## src/rtl/fdiv_pkg.sv

```systemverilog
// Package: shared widths and the setting record of the fractional divider.
// Assumes: one reference clock domain for every user of these types.
package fdiv_pkg;
    localparam int FD_INT_W        = 18;            // integer part width
    localparam int FD_FRAC_W       = 20;            // numerator / denominator width
    localparam int FD_PH_W         = 7;             // start offset width
    localparam int FD_LEN_W        = FD_INT_W + 1;  // period length incl. stretch
    localparam int FD_INT_ONLY_MIN = 6;             // smallest integer-mode ratio

    typedef struct packed {
        logic                 int_only;
        logic [FD_INT_W-1:0]  a;
        logic [FD_FRAC_W-1:0] num;
        logic [FD_FRAC_W-1:0] den;
    } fd_cfg_t;
endpackage

```

## src/rtl/fdiv_cfg_regs.sv

```systemverilog
// Module: legality check, pending and active setting registers.
// A legal load is parked in the pending register and moved to the active
// register at the next period boundary. An illegal load only sets the error flag.
// Assumes: boundary is a single-cycle strobe from the period generator.
module fdiv_cfg_regs
    import fdiv_pkg::*;
#(
    parameter int DEF_RATIO    = 8,
    parameter int MIN_FRAC_INT = 4
) (
    input  logic    clk,
    input  logic    rst_n,
    input  logic    load,
    input  fd_cfg_t cfg_in,
    input  logic    boundary,
    output fd_cfg_t act_cfg,
    output fd_cfg_t pend_cfg,
    output logic    pend_valid,
    output logic    cfg_err
);
    localparam fd_cfg_t DEF_CFG = '{
        int_only: 1'b1,
        a:        FD_INT_W'(DEF_RATIO),
        num:      '0,
        den:      FD_FRAC_W'(1)
    };

    logic legal_int;
    logic legal_frac;
    logic legal;

    // Purpose: decide whether the presented setting may be accepted.
    always_comb begin
        legal_int  = (cfg_in.a >= FD_INT_W'(FD_INT_ONLY_MIN)) && !cfg_in.a[0];
        legal_frac = (cfg_in.den != '0) && (cfg_in.num < cfg_in.den)
                     && (cfg_in.a >= FD_INT_W'(MIN_FRAC_INT));
        legal      = cfg_in.int_only ? legal_int : legal_frac;
    end

    // Purpose: hold a legal setting until the next boundary consumes it.
    always_ff @(posedge clk) begin
        if (!rst_n) begin
            pend_cfg   <= DEF_CFG;
            pend_valid <= 1'b0;
        end else if (load && legal) begin
            pend_cfg   <= cfg_in;
            pend_valid <= 1'b1;
        end else if (boundary) begin
            pend_valid <= 1'b0;
        end
    end

    // Purpose: switch the active setting only at a period boundary.
    always_ff @(posedge clk) begin
        if (!rst_n) begin
            act_cfg <= DEF_CFG;
        end else if (boundary && pend_valid) begin
            act_cfg <= pend_cfg;
        end
    end

    // Purpose: report the legality of the most recent load.
    always_ff @(posedge clk) begin
        if (!rst_n) begin
            cfg_err <= 1'b0;
        end else if (load) begin
            cfg_err <= !legal;
        end
    end
endmodule

```

## src/rtl/fdiv_dither.sv

```systemverilog
// Module: remainder accumulator that picks a or a+1 for the next period.
// Assumes: cfg is legal (num < den in fractional mode); restart clears the
// remainder when a new setting is taken at this boundary.
module fdiv_dither
    import fdiv_pkg::*;
(
    input  logic                clk,
    input  logic                rst_n,
    input  logic                boundary,
    input  logic                restart,
    input  fd_cfg_t             cfg,
    output logic [FD_LEN_W-1:0] next_len
);
    logic [FD_FRAC_W-1:0] acc;
    logic [FD_FRAC_W-1:0] acc_in;
    logic [FD_FRAC_W:0]   sum;
    logic                 carry;
    logic [FD_FRAC_W-1:0] acc_nx;

    // Purpose: add the numerator and stretch the period on a carry.
    always_comb begin
        acc_in   = restart ? '0 : acc;
        sum      = {1'b0, acc_in} + {1'b0, cfg.num};
        carry    = !cfg.int_only && (sum >= {1'b0, cfg.den});
        acc_nx   = cfg.int_only ? '0
                 : carry        ? FD_FRAC_W'(sum - {1'b0, cfg.den})
                 :                FD_FRAC_W'(sum);
        next_len = FD_LEN_W'(cfg.a) + FD_LEN_W'(carry);
    end

    // Purpose: keep the remainder from one period to the next.
    always_ff @(posedge clk) begin
        if (!rst_n) begin
            acc <= '0;
        end else if (boundary) begin
            acc <= acc_nx;
        end
    end
endmodule

```

## src/rtl/fdiv_period_gen.sv

```systemverilog
// Module: start delay, period counter, pulse and square-wave outputs.
// Assumes: every period length is at least 4, so floor(P/2) >= 2.
module fdiv_period_gen
    import fdiv_pkg::*;
#(
    parameter int DEF_RATIO = 8
) (
    input  logic                clk,
    input  logic                rst_n,
    input  logic [FD_PH_W-1:0]  phase_ofs,
    input  logic [FD_LEN_W-1:0] next_len,
    output logic                boundary,
    output logic                tick,
    output logic                clk_out,
    output logic [FD_LEN_W-1:0] period_len
);
    logic [FD_PH_W-1:0]  ph_cnt;
    logic [FD_LEN_W-1:0] cnt;
    logic                running;

    // Purpose: derive the boundary strobe and both outputs from the counters.
    always_comb begin
        running  = (ph_cnt == '0);
        boundary = running && (cnt == period_len - FD_LEN_W'(1));
        tick     = running && (cnt == '0);
        clk_out  = running && (cnt < (period_len >> 1));
    end

    // Purpose: count out the start delay, then count reference cycles per period.
    always_ff @(posedge clk) begin
        if (!rst_n) begin
            ph_cnt     <= phase_ofs;
            cnt        <= '0;
            period_len <= FD_LEN_W'(DEF_RATIO);
        end else if (!running) begin
            ph_cnt <= ph_cnt - FD_PH_W'(1);
        end else if (boundary) begin
            cnt        <= '0;
            period_len <= next_len;
        end else begin
            cnt <= cnt + FD_LEN_W'(1);
        end
    end
endmodule

```

## src/rtl/fdiv_top.sv

```systemverilog
// Module: fractional clock divider top. Wires the setting registers, the
// remainder accumulator and the period generator together.
// Assumes: all inputs are synchronous to clk.
module fdiv_top
    import fdiv_pkg::*;
#(
    parameter int DEF_RATIO    = 8,
    parameter int MIN_FRAC_INT = 4
) (
    input  logic                 clk,
    input  logic                 rst_n,
    input  logic [FD_INT_W-1:0]  int_code,
    input  logic [FD_FRAC_W-1:0] frac_num,
    input  logic [FD_FRAC_W-1:0] frac_den,
    input  logic                 int_mode,
    input  logic                 load,
    input  logic [FD_PH_W-1:0]   phase_ofs,
    output logic                 tick,
    output logic                 clk_out,
    output logic                 cfg_err
);
    fd_cfg_t             cfg_in;
    fd_cfg_t             act_cfg;
    fd_cfg_t             pend_cfg;
    fd_cfg_t             sel_cfg;
    logic                pend_valid;
    logic                boundary;
    logic [FD_LEN_W-1:0] next_len;
    logic [FD_LEN_W-1:0] period_len;

    // Purpose: gather the setting inputs and choose the one for the next period.
    always_comb begin
        cfg_in  = '{int_only: int_mode, a: int_code, num: frac_num, den: frac_den};
        sel_cfg = pend_valid ? pend_cfg : act_cfg;
    end

    fdiv_cfg_regs #(
        .DEF_RATIO    (DEF_RATIO),
        .MIN_FRAC_INT (MIN_FRAC_INT)
    ) i_cfg (
        .clk        (clk),
        .rst_n      (rst_n),
        .load       (load),
        .cfg_in     (cfg_in),
        .boundary   (boundary),
        .act_cfg    (act_cfg),
        .pend_cfg   (pend_cfg),
        .pend_valid (pend_valid),
        .cfg_err    (cfg_err)
    );

    fdiv_dither i_dither (
        .clk      (clk),
        .rst_n    (rst_n),
        .boundary (boundary),
        .restart  (pend_valid),
        .cfg      (sel_cfg),
        .next_len (next_len)
    );

    fdiv_period_gen #(
        .DEF_RATIO (DEF_RATIO)
    ) i_gen (
        .clk        (clk),
        .rst_n      (rst_n),
        .phase_ofs  (phase_ofs),
        .next_len   (next_len),
        .boundary   (boundary),
        .tick       (tick),
        .clk_out    (clk_out),
        .period_len (period_len)
    );
endmodule

```

## config.mk

```make
export PLATFORM = sky130hd
export DESIGN_NAME = fdiv_top
export DESIGN_NICKNAME = d
export VERILOG_FILES = /design/src/rtl/fdiv_pkg.sv /design/src/rtl/fdiv_cfg_regs.sv /design/src/rtl/fdiv_dither.sv /design/src/rtl/fdiv_period_gen.sv /design/src/rtl/fdiv_top.sv
export SDC_FILE = /design/constraint.sdc
export NUM_CORES = 1
export LEC_CHECK = 0
export ABC_CLOCK_PERIOD_IN_PS = 7750
export BUFFER_PORTS_ARGS = -buffer_cell sky130_fd_sc_hd__clkbuf_2
export CAP_MARGIN = 20
export CORE_MARGIN = 3
export CORE_UTILIZATION = 40
export CTS_BUF_LIST = sky130_fd_sc_hd__clkbuf_16
export DETAILED_ROUTE_END_ITERATION = 12
export PLACE_DENSITY_LB_ADDON = 0.05
export SYNTH_ARGS = -nofsm -noshare
export SYNTH_HDL_FRONTEND = slang
export SYNTH_SLANG_ARGS = --single-unit
```

## constraint.sdc

```tcl
create_clock -name clk -period 7.75 [get_ports clk]
set_clock_uncertainty 0.1 [all_clocks]
set_input_delay 1.1625 -clock clk [delete_from_list [all_inputs] [get_ports clk]]
set_output_delay 1.1625 -clock clk [all_outputs]
set_load 0.05 [all_outputs]
```

# Word level (Yosys, flattened, before mapping)
# Cells that the tools add are included.
# word_totals
ramBits	0
word_cells	54
out_inout_bits	3
romBits	0
mem_count	0
inputBits	69
latch_bits	0
regBits	185
# classes
n_reduce_logical	17
magnitude_cmp	5
shifts	0
n_addsub	6
div	0
n_mux	10
bitwise_logic	0
n_eq_ne	2
mul	0
# op_table
operator	count
20-bit 2-to-1 mux	3
59-bit 2-to-1 mux	1
18-bit by 3-bit greater-or-equal comparator with 1-bit output, second input constant	2
20-bit by 20-bit adder with 21-bit output	1
21-bit by 20-bit greater-or-equal comparator with 1-bit output	1
20-bit < comparator	1
20-bit nonzero test	1
20-bit subtractor	1
18-bit by 1-bit adder with 19-bit output	1
19-bit by 1-bit adder with 19-bit output, second input constant	1
19-bit equality test	1
19-bit logical NOT	1
19-bit by 18-bit < comparator with 1-bit output	1
19-bit 2-to-1 mux	1
19-bit by 1-bit subtractor with 19-bit output, second input constant	1
7-bit 2-to-1 mux	2
1-bit logical AND	9
7-bit logical NOT	1
7-bit by 1-bit subtractor with 7-bit output, second input constant	1
1-bit logical NOT	3
1-bit 2-to-1 mux	3
2-bit inequality test, second input constant	1
2-bit AND reduction	1
2-bit nonzero test	1

# Depth between registers and ports, before layout
# Gate-level depths: netlist of the first run.
# depth
ltp_word	6
depth_mapped	35
mapped_depth_nobuf	27

# Hierarchy
# Synthesis of the first run repeated with hierarchy kept, for this count alone.
# unflattened
hier_cells	1525
hier_area_um2	12448.2
# modules_own_cells
mod	n_inst	seq_area_each_um2	cells_per_inst	area_each_um2
fdiv_cfg_regs	1	2402.3	607	4992.3
fdiv_period_gen	1	970.9	415	3410.8
fdiv_dither	1	400.4	437	3285.7
fdiv_top	1	0.0	66	759.5

# Worst setup path after synthesis of the first run
# No wires, ideal clock.
# synth_path
path_type	reg2reg
start	reg i_cfg.pend_valid
end	reg i_gen.period_len[16]
setup_slack_ns	0.514
period_less_slack_ns	7.236
required_time_ns	7.535
setup_time_ns	0.115
path_buffers	7
t_arrival_ns	7.020
stages_incl_launch_ff	32
path_cell_list	dfxtp_1 -> clkbuf_1 -> buf_2 -> buf_1 -> clkbuf_1 -> clkbuf_1 -> mux2_2 -> ha_1 -> nand3_1 -> o211ai_1 -> o41ai_1 -> o21a_1 -> o21ai_0 -> and2_1 -> a211o_1 -> ha_1 -> nand2_1 -> nor4_1 -> a21boi_0 -> o22ai_1 -> a311oi_2 -> nor2b_1 -> buf_2 -> clkbuf_1 -> ha_1 -> ha_1 -> nand2_1 -> or4_1 -> nor2_1 -> xor2_1 -> a21oi_1 -> nor2b_1
# synth_via
elab_chain_cells	5
elab_cells_between_ends	7
cone_classes	2 x add/sub; 1 x order compare; 2 x mux; 2 x reduce/logical
# synth_rtl
item	line_no	source
start, declared	fdiv_cfg_regs.sv:18	output logic pend_valid,
start signal, assigned	fdiv_cfg_regs.sv:44	pend_valid <= 1'b0;
start signal, assigned	fdiv_cfg_regs.sv:47	pend_valid <= 1'b1;
start signal, assigned	fdiv_cfg_regs.sv:49	pend_valid <= 1'b0;
20-bit 2-to-1 mux / 59-bit 2-to-1 mux (equally long branches)	fdiv_dither.sv:22, fdiv_top.sv:34	
20-bit by 20-bit adder with 21-bit output	fdiv_dither.sv:23	sum = {1'b0, acc_in} + {1'b0, cfg.num};
21-bit by 20-bit greater-or-equal comparator with 1-bit output	fdiv_dither.sv:24	carry = !cfg.int_only && (sum >= {1'b0, cfg.den});
1-bit logical AND	fdiv_dither.sv:24	
18-bit by 1-bit adder with 19-bit output (*)	fdiv_dither.sv:28	next_len = FD_LEN_W'(cfg.a) + FD_LEN_W'(carry);
end signal, assigned	fdiv_period_gen.sv:34	period_len <= FD_LEN_W'(DEF_RATIO);
end signal, assigned	fdiv_period_gen.sv:39	period_len <= next_len;
end, declared	fdiv_period_gen.sv:15	output logic [FD_LEN_W-1:0] period_len
# Mark *: on every way between the ends. The rest lies on a longest branch, timed or not.
# A chain may end at the register's enable or synchronous reset.

# Final worst setup path of the first run
# Ends and elaborated chain as after synthesis.

==> results of run 1 <==
worst max path at each step:
stage / endpoint / depth (start not counted) / start / slack [ns]
final: i_gen.period_len[16] / 26 / i_cfg.pend_valid / 1.21
after global routing: i_gen.period_len[16] / 26 / i_cfg.pend_valid / 0.55
after CTS: i_gen.period_len[16] / 26 / i_cfg.pend_valid / 1.21
after detailed placement: i_gen.period_len[16] / 26 / i_cfg.pend_valid / 1.26
after global placement: i_gen.period_len[16] / 26 / i_cfg.pend_valid / 1.40
after floorplan: i_gen.period_len[16] / 31 / i_cfg.pend_valid / 0.51
stage by stage:
stage | hold WS (ns) | util [%] | power, mW
2_1_floorplan | 0.308 | - | 1.27
3_3_place_gp | 0.322 | 43.0 | 1.38
3_5_place_dp | 0.330 | 43.0 | 1.38
4_1_cts | 0.342 | 45.0 | 2.27
5_1_grt | 0.362 | 45.0 | 2.34
6_report | 0.340 | 45.0 | 2.23
synthesized netlist by cell type, drive strengths merged (23+ instances only):
cell      n
mux2     29
ha       82
nor3     28
nand3    88
inv      62
a21oi    68
clkbuf   61
dfxtp   178
nor2b    48
xor2     35
nor2     88
a21boi   59
o21ai    99
mux2i    45
buf      23
nand2   243
nor4     25
xnor2    55
cells by family (layout without fill, tap and decap cells):
kind of cell | Yosys count | count (layout) | synth area share, %
AND/OR/NAND/NOR | 588 | 588 | 23.8
AO/OA/AOI/OAI | 320 | 320 | 17.2
flip-flops | 185 | 185 | 31.9
buffers and inverters | 146 | 177 | 4.96
XOR/XNOR | 90 | 90 | 6.66
adder cells (fa/ha/maj) | 84 | 84 | 9.01
multiplexers | 74 | 74 | 6.56
power by group:
part	internal [mW]	leakage, nW	total [mW]	switching, mW
combinational	0.140	3.43	0.330	0.190
clock	0.476	0.274	0.874	0.398
sequential	0.989	1.52	1.03	0.0379
critical path: stages (launching register included):
cell and delay (ns):
dfxtp_4 0.60, mux2i_1 0.34, inv_1 0.08, ha_1 0.28, a21oi_1 0.22, o211ai_1 0.16, o41ai_1 0.72, o21a_1 0.24
o21ai_0 0.18, and2_1 0.25, a211o_1 0.27, ha_1 0.37, nand2_1 0.11, nor4_1 0.26, a21boi_0 0.12, o22ai_1 0.18
a311oi_2 0.08, buf_4 0.20, nor2b_2 0.14, ha_1 0.18, ha_1 0.18, nand2_1 0.17, or4_1 0.53, nor2_1 0.16
xor2_1 0.16, a21oi_1 0.08, nor2b_1 0.12
registers in the layout, summed over array words and instances (netlist names):
signal,cells
i_dither.acc,20
i_gen.period_len,19
i_gen.cnt,19
i_cfg.pend_valid,1
i_gen.ph_cnt,7
i_cfg.pend_cfg,59
i_cfg.act_cfg,59
i_cfg.cfg_err,1
final cells by class:
| class | instances | area share [%] |
|---|---|---|
| Clock buffer | 17 | 3.27 |
| Clock inverter | 15 | 1.15 |
| Inverter | 62 | 1.79 |
| Multi-Input combinational cell | 1156 | 57.5 |
| Sequential cell | 185 | 29.0 |
| Tap cell | 384 | 3.69 |
| Timing Repair Buffer | 83 | 3.56 |
routing by layer:
metal | vias to the layer above | share of wire, %
met4 | 0 | 2.0
met3 | 35 | 1.9
met5 | - | 0
met1 | 4720 | 44
li1 | 5210 | -
met2 | 117 | 52
==> results.toml, run 1 <==
[timing]
fmax_mhz = 153
setup_viol = 0
setup_tns_ns = 0
period_minus_slack_ns = 6.54
grt_setup_unrepaired = "false"
finalMaxSlewViolations = 0
fin_ws_ns = 1.21
hold_viol_final = 0
worst_pin_slew_ns = 0.858
relSlewSlack_pct = 42.1
fin_crit_sh_pct = 84.4

[status]
outcome = "completed"

[worst_setup_path]
r2r_start = "i_cfg.pend_valid"
start_kind = "register"
crit_arrival_ns = 6.81
r2r-end = "i_gen.period_len[16]"
cp.required_ns = 8.02
path_max_fanout = 30
critPathKind = "register to register"
rrSetupSlack_ns = 1.21
reg2reg_depth = 26
endpoint_kind = "register"

[hold_path]
holdPathEnd = "i_dither.acc[11]"
min_path_type = "register to register"
hp-start = "i_dither.acc[11]"
whs_path_depth = 2

[global_route]
grt_max_degree = 97
grt_pass1_wl_um = 51100
grt_util_all_layers_pct = 20.4
met2_usage_pct = 38.0
gr-usage-met1_pct = 24.3
grt_pass1_vias = 9623
overflow = 0
use_met3_pct = 2.72
grt-busiest-layer = "met2"
antenna_found_initial = 0

[power_and_ir_drop]
cellPowerDensity_nw_per_um2 = 171
power.leakage_nw = 5.22
vdd.ir_drop.worst_v = 0.000145

[clock_network]
clock_path_buffers = 2
postCtsSetupBuffers = 0
cts_hold_buf = 0
clock-root-buffer = "clkbuf_16"
cts_resized = 0
insertion_delay_ns = 0.44
path_clk_slew_ns = 0.07
cts.sinks = 185
htreeDepth = 4
tritoncts = "yes"
cts_buffers = 17

[cells_and_area]
drive_gt1_share_pct = 10.5
final_cell_mix = "nand2_1 (242), dfxtp_1 (177), o21ai_0 (97), nor2_1 (88), nand3_1 (88)"
final_nets = 1658
design_area_um2 = 13000
nFillCells = 2946
final_common_cell = "nand2_1"
multi_input_area_um2 = 7490
stdcell_count = 1902
antenna_cells = 0
regArea_um2 = 3780
syn2layout_area_growth_pct = 10.0

[placement]
placed_cells = 1870
numPortBuffers = 71
gp_congestion = 0.885
detailedPlace.worstSlack_ns = 1.26
place_hpwl_um = 23900
placed_area_um2 = 12400

[drt]
postRouteAntennaNets = 0
wl_per_cell_um = 17.0
drtPass1Iterations = 5
drt-total-wl_um = 32300
drt_iter0_markers = 568
drc_errors = 0
vias = 10082
viasPerCell = 5.30

[die]
pin_count = 72
die_h_um = 178
std_cell_rows = 62
core_um2 = 28900
start_util_pct = 40.9
die_area_um2 = 31700
die_w_um = 178

[synthesis]
yosys.area.top_type_share_pct = 30.1
ys_warn_count = 0
yosysSeqAreaShare_pct = 31.9
syn_area_per_cell_um2 = 7.96
synth_top_area_cell = "dfxtp_1"
synth_ff_type = "dfxtp_1"
netlist_area_um2 = 11800
async_flop_share_pct = 0
synth_edf_count = 7
yosys-top-cells-area = "dfxtp_1 (30%), ha_1 (8.7%), nand2_1 (7.7%)"
syn-instance-count = 1487
synth.distinct_cells = 73
syn_nets = 1640
yosys_register_bits = 185

[job]
maxCapViolCount = 0
(Power assumes the default switching activity.)
==> run 2: changes to the inputs <==
--- a/config.mk
+++ b/config.mk
@@ -5,7 +5,7 @@
 export SDC_FILE = /design/constraint.sdc
 export NUM_CORES = 1
 export LEC_CHECK = 0
-export ABC_CLOCK_PERIOD_IN_PS = 7750
+export ABC_CLOCK_PERIOD_IN_PS = 6300
 export BUFFER_PORTS_ARGS = -buffer_cell sky130_fd_sc_hd__clkbuf_2
 export CAP_MARGIN = 20
 export CORE_MARGIN = 3
==> constraint.sdc (replaced) <==
create_clock -name clk -period 6.3 [get_ports clk]
set_clock_uncertainty 0.1 [all_clocks]
set_input_delay 0.945 -clock clk [delete_from_list [all_inputs] [get_ports clk]]
set_output_delay 0.945 -clock clk [all_outputs]
set_load 0.05 [all_outputs]
==> run 2 against run 1 <==
  * Wire length is 2.1% lower
  * Register-to-register slack worse by 0.68 ns
  * Power is 21% higher
  * Utilization hardly changed
  * Clock power is 19% higher
  * Global-route usage is 0.37 points lower
  * Setup slack worse by 0.68 ns
  * Cell count is 0.16% higher
  * Die area stayed put
  * Hold slack worse by 0.0043 ns
  * Combinational power is 23% higher
  * Critical path depth stayed put
  * Critical path type unchanged
  * Critical endpoint unchanged
  * Largest cell class unchanged
  * Highest routed layer unchanged
==> results.toml, run 2 (synthesis results as in run 1) <==
[hold_path]
holdPathEnd = "i_dither.acc[15]"
whs_path_depth = 2
hp-start = "i_dither.acc[15]"
min_path_type = "register to register"

[timing]
period_minus_slack_ns = 5.78
setup_tns_ns = 0
setup_viol = 0
hold_viol_final = 0
worst_pin_slew_ns = 0.889
whs_ns = 0.336
fmax_mhz = 173
relSlewSlack_pct = 40.7
fin_crit_sh_pct = 91.7
grt_setup_unrepaired = "false"
finalMaxSlewViolations = 0

[placement]
numPortBuffers = 71
placed_area_um2 = 12500
gp_congestion = 0.834
place_hpwl_um = 23500

[die]
die_h_um = 178
die_area_um2 = 31700
core_um2 = 28900
die_w_um = 178
std_cell_rows = 62
start_util_pct = 40.9
pin_count = 72

[worst_setup_path]
crit_arrival_ns = 6.05
max_stage_delay_ns = 0.53
crit_top_cell = "ha_1"
r2r_start = "i_cfg.pend_valid"
path_max_fanout = 15
reg2reg_depth = 26
crit_buf_inv = 1
endpoint_kind = "register"
cp-startpoint = "i_cfg.pend_valid"
r2r-end = "i_gen.period_len[16]"
critPathKind = "register to register"
cp_slowest_cell = "or4_1"
cp_top_family = "simple AND/OR/NAND/NOR gates"
start_kind = "register"
cp.required_ns = 6.57
rrSetupSlack_ns = 0.52

[cells_and_area]
final_cell_mix = "nand2_1 (242), dfxtp_1 (177), o21ai_0 (94), nor2_1 (88), nand3_1 (88)"
nFillCells = 2947
syn2layout_area_growth_pct = 10.1
antenna_cells = 0
final_nets = 1661
design_area_um2 = 13000
reg_top3 = "i_cfg.act_cfg x59, i_cfg.pend_cfg x59, i_dither.acc x20"
drive_gt1_share_pct = 10.7
final_common_cell = "nand2_1"

[global_route]
grt_max_degree = 124
antenna_found_initial = 0
overflow = 0
grt_pass1_wl_um = 50300
grt_pass1_vias = 9492
grt_util_all_layers_pct = 20.0

[clock_network]
clock_path_buffers = 2
insertion_delay_ns = 0.44
htreeDepth = 4
cts.sinks = 185
path_clk_slew_ns = 0.08
cts_buffers = 17
tritoncts = "yes"
cts_hold_buf = 0
clock-root-buffer = "clkbuf_16"

[power_and_ir_drop]
switching_power_mw = 0.776
p_sw_share_pct = 28.6
p_comb_share_pct = 14.9
cellPowerDensity_nw_per_um2 = 208
vdd.ir_drop.worst_v = 0.000170
intPower_mw = 1.93
pwr-share-seq_pct = 46.5
power.leakage_nw = 5.25
clock_power_share_pct = 38.6

[drt]
drc_errors = 0
drt-total-wl_um = 31600
drt_iter0_markers = 521
wl_per_cell_um = 16.6
postRouteAntennaNets = 0
drtPass1Iterations = 5
viasPerCell = 5.22
vias = 9952

[status]
outcome = "completed"

[job]
maxCapViolCount = 0
==> run 2: final cells by class <==
cell class,count,area [µm²],share of cell area [%]
multi-input combinational,1156,7510,57.6
sequential,185,3780,29.0
timing repair buffer,86,485,3.72
tap,384,480,3.69
clock buffer,17,425,3.26
inverter,62,233,1.79
clock inverter,15,126,0.970
==> run 2: per-stage QoR <==
| step | utilization, % | instances | setup slack [ns] | power [mW] |
|---|---|---|---|---|
| finish | 45.0 | 1905 | 0.523 | 2.71 |
| floorplan | - | 1487 | 0.0140 | 1.57 |
| global route | 45.0 | 1905 | 0.000490 | 2.83 |
| global placement | 43.1 | 1872 | 0.391 | 1.69 |
| CTS | 45.0 | 1904 | 0.195 | 2.74 |
| detailed placement | 43.1 | 1872 | 0.253 | 1.69 |
==> run 2: worst max path at each step <==
stage,to,depth (start not counted)
2_1_floorplan,i_gen.period_len[16],32
3_5_place_dp,i_gen.period_len[16],26
3_3_place_gp,i_gen.period_len[16],26
4_1_cts,i_gen.period_len[16],26
5_1_grt,i_gen.period_len[16],26
6_report,i_gen.period_len[16],26
==> run 2: worst reg2reg max path: stages, from the launching register on <==
cell and delay, ns:
dfxtp_4 0.47, mux2_2 0.19, ha_1 0.16, inv_1 0.06, fa_1 0.39, nand2b_1 0.19, a21oi_1 0.22, o21ai_1 0.17
o2bb2ai_1 0.25, o311ai_1 0.33, a21oi_1 0.14, xnor2_1 0.16, ha_1 0.38, nand2_1 0.11, nor4_1 0.27, a21boi_0 0.12
o22ai_1 0.18, a311oi_2 0.09, nor2b_2 0.18, ha_1 0.18, ha_1 0.18, nand2_1 0.16, or4_1 0.53, nor2_1 0.15
xor2_1 0.16, a21oi_1 0.08, nor2b_1 0.11
==> run 2: power by group through the flow <==
stage	sequential, mW	combinational [mW]	clock, mW
floorplan	1.27	0.301	0
global placement	1.29	0.400	0
detailed placement	1.29	0.400	0
CTS	1.27	0.402	1.07
global route	1.27	0.454	1.11
finish	1.26	0.405	1.04
==> run 2: per-layer routing <==
| metal | vias to the layer above | GRT usage [%] | share of wire, % |
|---|---|---|---|
| met3 | 19 | 2.60 | 1.7 |
| met2 | 62 | 36.9 | 52 |
| met1 | 4654 | 24.7 | 45 |
| met5 | - | 0 | 0 |
| met4 | 0 | 4.42 | 1.3 |
| li1 | 5217 | - | - |
==> run 2: what timing repair did <==
item | 4_1_cts | 5_1_grt
resized for setup | 0 | 5
setup buffers | 0 | 1
endpoints found under the setup margin | 0 | 11
